**config.mk**
```make
export PLATFORM = sky130hd
export DESIGN_NAME = pd_sig_responder
export DESIGN_NICKNAME = d
export VERILOG_FILES = /design/src/rtl/pdsig_pkg.sv /design/src/rtl/pdsig_sync.sv /design/src/rtl/pdsig_edge.sv /design/src/rtl/pdsig_cmd.sv /design/src/rtl/pdsig_pwr.sv /design/src/rtl/pdsig_tx.sv /design/src/rtl/pd_sig_responder.sv
export SDC_FILE = /design/constraint.sdc
export NUM_CORES = 1
export LEC_CHECK = 0
export ABC_AREA = 1
export BUFFER_PORTS_ARGS = -buffer_cell sky130_fd_sc_hd__buf_2
export CORE_UTILIZATION = 40
export DETAILED_ROUTE_END_ITERATION = 6
export GPL_TIMING_DRIVEN = 0
export HOLD_SLACK_MARGIN = 0.15
export MAX_ROUTING_LAYER = met4
export SLEW_MARGIN = 20
export SYNTH_ARGS = -nofsm -noshare
export SYNTH_HDL_FRONTEND = slang
export SYNTH_HIERARCHICAL = 1
export SYNTH_SLANG_ARGS = --single-unit
```
**constraint.sdc**
```tcl
create_clock -name clk -period 3.8 [get_ports clk]
set_clock_uncertainty 0.2 [all_clocks]
set_input_delay 0.19 -clock clk [delete_from_list [all_inputs] [get_ports clk]]
set_output_delay 0.19 -clock clk [all_outputs]
set_load 0.05 [all_outputs]
```
**src/rtl/pdsig_pkg.sv**
```systemverilog
package pdsig_pkg;
  typedef enum logic [1:0] {PW_STANDBY, PW_DEEP, PW_WAKE} pwr_t;
  typedef enum logic [1:0] {CM_IGNORE, CM_OPCODE, CM_SLEEP, CM_SIGNAL} cmd_t;
endpackage

```
**src/rtl/pdsig_sync.sv**
```systemverilog
module pdsig_sync #(
  parameter int STAGES = 2,
  parameter bit IDLE   = 1'b0
) (
  input  logic clk,
  input  logic rst,
  input  logic din,
  output logic lvl
);
  logic [STAGES-1:0] chain;

  always_ff @(posedge clk) begin
    if (rst) chain <= {STAGES{IDLE}};
    else     chain <= {chain[STAGES-2:0], din};
  end

  assign lvl = chain[STAGES-1];
endmodule

```
**src/rtl/pdsig_edge.sv**
```systemverilog
module pdsig_edge #(
  parameter bit IDLE = 1'b0
) (
  input  logic clk,
  input  logic rst,
  input  logic lvl,
  output logic rise,
  output logic fall
);
  logic prev;

  always_ff @(posedge clk) begin
    if (rst) prev <= IDLE;
    else     prev <= lvl;
  end

  assign rise = lvl & ~prev;
  assign fall = ~lvl & prev;
endmodule

```
**src/rtl/pdsig_cmd.sv**
```systemverilog
module pdsig_cmd
  import pdsig_pkg::*;
#(
  parameter int          OPC_W       = 8,
  parameter int          DUMMY_BYTES = 3,
  parameter logic [7:0]  SLEEP_OP    = 8'hB9,
  parameter logic [7:0]  WAKE_OP     = 8'hAB
) (
  input  logic clk,
  input  logic rst,
  input  logic cs_fall,
  input  logic cs_rise,
  input  logic sck_rise,
  input  logic sdi,
  input  logic busy,
  input  logic in_deep,
  input  logic waking,
  output logic sleep_go,
  output logic wake_go,
  output logic tx_en
);
  localparam int HDR = OPC_W * (1 + DUMMY_BYTES);
  localparam int CW  = $clog2(HDR + 1);

  cmd_t             mode, dec;
  logic [CW-1:0]    cnt;
  logic [OPC_W-2:0] shreg;
  logic [OPC_W-1:0] opc_now;

  assign opc_now = {shreg, sdi};

  always_comb begin
    if (opc_now == WAKE_OP[OPC_W-1:0] && !busy)       dec = CM_SIGNAL;
    else if (opc_now == SLEEP_OP[OPC_W-1:0] && !in_deep) dec = CM_SLEEP;
    else                                              dec = CM_IGNORE;
  end

  always_ff @(posedge clk) begin
    if (rst) begin
      mode  <= CM_IGNORE;
      cnt   <= '0;
      shreg <= '0;
    end else if (cs_fall) begin
      mode  <= waking ? CM_IGNORE : CM_OPCODE;
      cnt   <= '0;
    end else if (cs_rise) begin
      mode  <= CM_IGNORE;
    end else if (sck_rise && mode != CM_IGNORE) begin
      shreg <= opc_now[OPC_W-2:0];
      if (cnt != CW'(HDR)) cnt <= cnt + 1'b1;
      if (mode == CM_OPCODE && cnt == CW'(OPC_W - 1)) mode <= dec;
    end
  end

  assign sleep_go = cs_rise && mode == CM_SLEEP && cnt == CW'(OPC_W);
  assign wake_go  = cs_rise && mode == CM_SIGNAL && in_deep;
  assign tx_en    = mode == CM_SIGNAL && cnt == CW'(HDR);
endmodule

```
**src/rtl/pdsig_pwr.sv**
```systemverilog
module pdsig_pwr
  import pdsig_pkg::*;
#(
  parameter int WAKE_CYCLES = 40
) (
  input  logic clk,
  input  logic rst,
  input  logic sleep_go,
  input  logic wake_go,
  output pwr_t state,
  output logic ready,
  output logic in_deep,
  output logic waking
);
  localparam int TW = $clog2(WAKE_CYCLES + 1);

  logic [TW-1:0] wcnt;

  always_ff @(posedge clk) begin
    if (rst) begin
      state <= PW_STANDBY;
      wcnt  <= '0;
    end else begin
      case (state)
        PW_STANDBY: if (sleep_go) state <= PW_DEEP;
        PW_DEEP: if (wake_go) begin
          state <= PW_WAKE;
          wcnt  <= TW'(WAKE_CYCLES - 1);
        end
        PW_WAKE: begin
          if (wcnt == '0) state <= PW_STANDBY;
          else            wcnt  <= wcnt - 1'b1;
        end
        default: state <= PW_STANDBY;
      endcase
    end
  end

  assign ready   = state == PW_STANDBY;
  assign in_deep = state == PW_DEEP;
  assign waking  = state == PW_WAKE;
endmodule

```
**src/rtl/pdsig_tx.sv**
```systemverilog
module pdsig_tx #(
  parameter int         SIG_W = 8,
  parameter logic [7:0] SIG   = 8'h12
) (
  input  logic clk,
  input  logic rst,
  input  logic cs_fall,
  input  logic cs_rise,
  input  logic sck_fall,
  input  logic tx_en,
  output logic so,
  output logic so_oe
);
  logic [SIG_W-1:0] rot;

  always_ff @(posedge clk) begin
    if (rst || cs_fall || cs_rise) begin
      rot   <= SIG[SIG_W-1:0];
      so    <= 1'b0;
      so_oe <= 1'b0;
    end else if (sck_fall && tx_en) begin
      so    <= rot[SIG_W-1];
      so_oe <= 1'b1;
      rot   <= {rot[SIG_W-2:0], rot[SIG_W-1]};
    end
  end
endmodule

```
**src/rtl/pd_sig_responder.sv**
```systemverilog
module pd_sig_responder
  import pdsig_pkg::*;
#(
  parameter int         SYNC_STAGES = 2,
  parameter int         WAKE_CYCLES = 40,
  parameter int         DUMMY_BYTES = 3,
  parameter logic [7:0] SLEEP_OP    = 8'hB9,
  parameter logic [7:0] WAKE_OP     = 8'hAB,
  parameter logic [7:0] SIGNATURE   = 8'h12
) (
  input  logic clk,
  input  logic rst,
  input  logic cs_n,
  input  logic sck,
  input  logic si,
  input  logic busy,
  output logic so,
  output logic so_oe,
  output logic ready,
  output logic in_pd
);
  localparam int OPC_W = 8;

  logic cs_lvl, sck_lvl, si_lvl;
  logic cs_rise, cs_fall, sck_rise_raw, sck_fall_raw;
  logic sck_rise_g, sck_fall_g, sel;
  logic sleep_go, wake_go, tx_en, waking, in_deep;
  pwr_t pwr_st;

  pdsig_sync #(.STAGES(SYNC_STAGES), .IDLE(1'b1)) u_cs_sync
    (.clk(clk), .rst(rst), .din(cs_n), .lvl(cs_lvl));
  pdsig_sync #(.STAGES(SYNC_STAGES), .IDLE(1'b0)) u_sck_sync
    (.clk(clk), .rst(rst), .din(sck), .lvl(sck_lvl));
  pdsig_sync #(.STAGES(SYNC_STAGES), .IDLE(1'b0)) u_si_sync
    (.clk(clk), .rst(rst), .din(si), .lvl(si_lvl));

  pdsig_edge #(.IDLE(1'b1)) u_cs_edge
    (.clk(clk), .rst(rst), .lvl(cs_lvl), .rise(cs_rise), .fall(cs_fall));
  pdsig_edge #(.IDLE(1'b0)) u_sck_edge
    (.clk(clk), .rst(rst), .lvl(sck_lvl), .rise(sck_rise_raw), .fall(sck_fall_raw));

  assign sel        = ~cs_lvl;
  assign sck_rise_g = sck_rise_raw & sel;
  assign sck_fall_g = sck_fall_raw & sel;

  pdsig_cmd #(.OPC_W(OPC_W), .DUMMY_BYTES(DUMMY_BYTES),
              .SLEEP_OP(SLEEP_OP), .WAKE_OP(WAKE_OP)) u_cmd (
    .clk(clk), .rst(rst), .cs_fall(cs_fall), .cs_rise(cs_rise),
    .sck_rise(sck_rise_g), .sdi(si_lvl), .busy(busy),
    .in_deep(in_deep), .waking(waking),
    .sleep_go(sleep_go), .wake_go(wake_go), .tx_en(tx_en)
  );

  pdsig_pwr #(.WAKE_CYCLES(WAKE_CYCLES)) u_pwr (
    .clk(clk), .rst(rst), .sleep_go(sleep_go), .wake_go(wake_go),
    .state(pwr_st), .ready(ready), .in_deep(in_deep), .waking(waking)
  );

  pdsig_tx #(.SIG_W(OPC_W), .SIG(SIGNATURE)) u_tx (
    .clk(clk), .rst(rst), .cs_fall(cs_fall), .cs_rise(cs_rise),
    .sck_fall(sck_fall_g), .tx_en(tx_en), .so(so), .so_oe(so_oe)
  );

  assign in_pd = in_deep;
endmodule

```
Yosys cells after proc, flatten, opt, wreduce, memory -nomap -nowiden. Cells that the tools add are included.

Register bits: 41. Input bits: 6. Output and inout bits: 4.

Add/sub/neg operators: 2. Equality and inequality tests: 15. Mux-type cells: 14. Bitwise operators: 12. Reductions and logical operators: 26.

Operator list (count): two-way mux 2 bit (9); == test 8 bit (second input constant) (2); two-way mux 6 bit (2); case mux 6 bit (2 select lines) (1); AND reduction 3 bit (4); logical AND 1 bit (10); adder 6 x 1 -> 6 bit (second input constant) (1); bitwise AND 1 bit (6); == test 2 bit (second input constant) (3); == test 6 x 3 -> 1 bit (second input constant) (1); == test 6 x 4 -> 1 bit (second input constant) (1); == test 6 bit (second input constant) (1); logical NOT 6 bit (1); != test 6 bit (second input constant) (1); NOT 1 bit (6); case mux 2 bit (3 select lines) (1); nonzero test 3 bit (2); subtractor 6 x 1 -> 6 bit (second input constant) (1); == test 2 x 1 -> 1 bit (second input constant) (2); != test 2 x 1 -> 1 bit (second input constant) (2); != test 2 bit (second input constant) (2); nonzero test 2 bit (2); logical NOT 1 bit (2); logical NOT 2 bit (1); other kinds (4) (5).

Longest topological paths before layout.
Depth after elaboration: 9. Depth in mapped cells: 10. Gate-level depth less buffers: 10.

Cells and area by module. Netlist, hierarchy kept.

By module, submodules not included: pdsig_cmd (times used 1, cells an instance 143, area an instance 977.2 µm², seq. area each 300.3 µm²); pdsig_pwr (times used 1, cells an instance 65, area an instance 461.7 µm², seq. area each 160.2 µm²); pdsig_tx (times used 1, cells an instance 44, area an instance 355.3 µm², seq. area each 180.2 µm²); pdsig_sync (u_sck_sync ...) (times used 2, cells an instance 6, area an instance 55.1 µm², seq. area each 40.0 µm²); pdsig_sync (u_cs_sync) (times used 1, cells an instance 7, area an instance 58.8 µm², seq. area each 40.0 µm²); pdsig_edge (u_cs_edge) (times used 1, cells an instance 7, area an instance 42.5 µm², seq. area each 20.0 µm²); pdsig_edge (u_sck_edge) (times used 1, cells an instance 6, area an instance 38.8 µm², seq. area each 20.0 µm²); pd_sig_responder (times used 1, cells an instance 4, area an instance 15.0 µm², seq. area each 0.0 µm²).

Least setup slack after synthesis. OpenSTA, ideal clock, no wires.

Path kind: register -> register. From: register u_cs_sync.chain[1]. To: register u_pwr.wcnt[2]. Library setup time: 0.113 ns. Arrival time: 1.717 ns. Data required time: 3.487 ns. Slack: 1.770 ns. Stages on the path, launching flop included: 10. Path buffers: 0. Cells stage by stage: dfxtp_1 > inv_1 > nor2_1 > inv_2 > nor4_1 > nand2_4 > nand2_4 > nand2_1 > nand3_1 > nand2_1.

Longest elaborated chain between the ends: 5.

Ends and longest elaborated chain: start, declared (line pdsig_sync.sv:10) `logic [STAGES-1:0] chain;`; start signal, assigned (line pdsig_sync.sv:13) `if (rst) chain <= {STAGES{IDLE}};`; start signal, assigned (line pdsig_sync.sv:14) `else chain <= {chain[STAGES-2:0], din};`; bitwise AND 1 bit (line pdsig_edge.sv:17) `assign rise = lvl & ~prev;`; via cs_rise (line pd_sig_responder.sv:25) `logic cs_rise, cs_fall, sck_rise_raw, sck_fall_raw;`; logical AND 1 bit (2 in a row) (line pdsig_cmd.sv:56) `assign wake_go = cs_rise && mode == CM_SIGNAL && in_deep;`; via wake_go (line pd_sig_responder.sv:27) `logic sleep_go, wake_go, tx_en, waking, in_deep;`; != test 2 bit (no line); AND reduction 3 bit (no line); end signal, assigned (line pdsig_pwr.sv:28) `wcnt <= TW'(WAKE_CYCLES - 1);`; end signal, assigned (line pdsig_pwr.sv:32) `else wcnt <= wcnt - 1'b1;`; end, declared (line pdsig_pwr.sv:17) `logic [TW-1:0] wcnt;`.

The timed path passes the listed nets, and every way through them passes these cells. A chain may end at the register's enable or synchronous reset.

Final worst setup path. Ends and elaborated chain as after synthesis.

==> run_results.csv <==
group,metric,value,unit
floorplan,initial_utilization,0.425,
floorplan,core,4850,um2
routing,via_count,1712,
cells_and_area,fill_cells,494,
grt,grt_max_degree,14,
placement,place_ws,1540,ps
cells_and_area,n_antenna_cell,0,
clock_network,cts_buffers,5,
floorplan,die_w,73.8,um
logic_synthesis,synth_area,2060,um2
sta,fin_crit,2240,ps
worst_setup_path,critPathMaxFanout,8,
logic_synthesis,synth_warnings,6,
logic_synthesis,postSynthCellCount,288,
logic_synthesis,avgSynthCellArea,7.15,um2
routing,drc,0,
routing,firstDrtPassIters,4,
sta,worst_pin_slew,616,ps
clock_network,htreeDepth,2,
cells_and_area,final_core_util,0.489,
logic_synthesis,ys_ff_latch,40,
routing,routed_wirelength,3750,um
sta,setup_viol,0,
cells_and_area,syn_to_final_growth,15.1,%
floorplan,die_h,73.8,um
logic_synthesis,synth_nets,298,
logic_synthesis,synth_top_area_cell,"dfxtp_1",
logic_synthesis,yosysSeqAreaShare,0.389,
outcome,status,"completed",
sta,setup_ws,1560,ps
logic_synthesis,yosysUniqueCellTypes,28,
routing,avgRoutedWirePerCell,9.89,um
sta,fin_tns_setup,0,ps
sta,maxSlewViolCount,0,
placement,dp_hpwl,2660,um
routing,ant_nets,0,
logic_synthesis,synth_edf_count,0,
sta,slew_headroom,0.588,
grt,grt_pass1_vias,1496,
routing,wl_met3,89,um
min_path,min_path_type,"in -> reg",
logic_synthesis,yosysMostFrequentCell,"nand2_1",
logic_synthesis,synthTopCellsByCount,"65 x nand2_1, 46 x nor2_1, 40 x dfxtp_1, 37 x inv_1, 23 x nand3_1",
floorplan,io_pins,10,
routing,top_layer,"met4",
routing,wl_met1,1910,um
worst_setup_path,crit_type,"reg -> reg",
logic_synthesis,synth_area_leaders,"dfxtp_1 39%, nand2_1 12%, nor2_1 8.4%",
logic_synthesis,synth_ff_type,"dfxtp_1",
worst_setup_path,arrival,2230,ps
placement,portBuffers,9,
clock_network,cts_tree,"done",
routing,drt_iter0_drc,74,
grt,grt_pass1_wl,6560,um
clock_network,root_buffer,"clkbuf_8",
worst_setup_path,crit_required,3790,ps
sta,fmax,447,MHz
job,drv_cap,0,
power_and_ir_drop,ir_drop,0.184,mV
floorplan,fp.dieArea,5440,um2
routing,wl_met2,1690,um
power_and_ir_drop,power.density,341,nW/um2
cells_and_area,num-nets-final,321,
grt,grt_overflow,0,
logic_synthesis,synth_top_area_share,0.389,
placement,routabilityCongestion,0.776,
clock_network,post_cts_buffers,0,
routing,vias_per_cell,4.52,
grt,track_usage,0.162,
placement,dpl_cell_area,2190,um2
worst_setup_path,worstSetupEndpointType,"flop",
floorplan,rows,25,
cells_and_area,design_area,2370,um2
sta,hold_ws,182,ps
sta,rsz0062_at_grt,"false",
clock_network,clock_latency,290,ps
power_and_ir_drop,leakage,1.05,nW
cells_and_area,drive_above_1_share,0.183,
grt,antenna_found_initial,0,
worst_setup_path,cp-start-kind,"flop",
logic_synthesis,synthArstFlopShare,0,
clock_network,cts.sink_count,40,
sta,fin_crit_sh,0.589,
sta,hold_violations,0,
clock_network,cts_buffer_depth,2,
clock_network,clkTransAtPathRegs,80,ps
[path summary, 6_finish.rpt]
kind | from | to | slack, ps | cells past startpoint
setup reg to reg | u_cs_sync/chain[1] | u_pwr/wcnt[2] | 1560 | 9
setup / recovery | u_cs_sync/chain[1] | u_pwr/wcnt[2] | 1560 | 9
hold reg to reg | u_sck_sync/chain[0] | u_sck_sync/chain[1] | 210 | 2
hold / removal | busy | u_cmd/mode[1] | 180 | 8
[flip-flops by register name (all words and copies together) (netlist names)]
| name | count |
|---|---|
| u_pwr/state | 2 |
| u_si_sync/chain | 2 |
| u_tx/so_oe | 1 |
| u_cmd/mode | 2 |
| u_pwr/wcnt | 6 |
| u_cs_sync/chain | 2 |
| u_cs_edge/prev | 1 |
| u_cmd/cnt | 6 |
| u_sck_edge/prev | 1 |
| u_cmd/shreg | 7 |
| u_tx/rot | 8 |
| u_sck_sync/chain | 2 |
[metal layers]
metal  track usage  vias up
met5             -        -
met1         0.212      752
met4        0.0641        0
met2         0.243       17
li1              -      937
met3        0.0370        6
[metrics by stage]
| stage | power (mW) | cells |
|---|---|---|
| 2_1_floorplan | 0.459 | 288 |
| 3_3_place_gp | 0.469 | 364 |
| 3_5_place_dp | 0.469 | 364 |
| 4_1_cts | 0.821 | 379 |
| 5_1_grt | 0.846 | 379 |
| 6_report | 0.808 | 379 |
[where the power goes]
group	internal (mW)	switching, mW	leakage (nW)
Clock	0.194	0.149	0.0541
Combinational	0.0161	0.0226	0.668
Sequential	0.423	0.00261	0.324
Total	0.634	0.175	1.05
[placed cells by master (no fill, tap or decap), types with 2 or more instances in the layout]
master and instances:
nand2_2 3, nand2_4 6, nor2_4 3, o21bai_1 3, dlygate4sd3_1 7, a21oi_2 6, buf_2 10, ha_1 4
nor4_1 2, nand4_1 2, clkbuf_8 5, buf_6 4, nor2_2 3, dfxtp_1 40, nor2_1 46, xor2_1 3
inv_2 7, inv_1 37, a21oi_1 15, o21bai_2 3, nand2_1 65, nand3_2 2, o21ai_1 3, nor3_1 2
nand3_1 23
[what timing repair did]
item	CTS	global route
endpoints found under the hold margin	11	0
hold buffers	7	0
gates resized for setup	0	0
[critical path, stage by stage, from the launching register on]
cell     delay, ps
dfxtp_1        370
inv_1           60
nor2_1         470
inv_2           80
nor4_1         520
nand2_4        120
nand2_4        140
nand2_1         60
nand3_1         60
nand2_1         50
[layout make-up]
| class | instances | area (um2) | area share |
|---|---|---|---|
| plain buffers | 6 | 53.8 | 0.0227 |
| multi-input cells | 197 | 1030 | 0.436 |
| flip-flops and latches | 40 | 801 | 0.338 |
| clock inverters | 3 | 42.5 | 0.0180 |
| clock buffers | 5 | 68.8 | 0.0290 |
| repair buffers | 16 | 115 | 0.0486 |
| well taps | 67 | 83.8 | 0.0354 |
| inverters | 45 | 171 | 0.0723 |
[cells by family (layout without fill, tap and decap cells)]
kind of cell | Yosys count | after routing | share of synthesized area
simple gates | 159 | 159 | 0.366
buf+inv | 51 | 75 | 0.109
flops | 40 | 40 | 0.389
compound gates | 31 | 31 | 0.0990
fa+ha+maj | 4 | 4 | 0.0243
xor+xnor | 3 | 3 | 0.0128
Power figures use the tool's default switching activity.
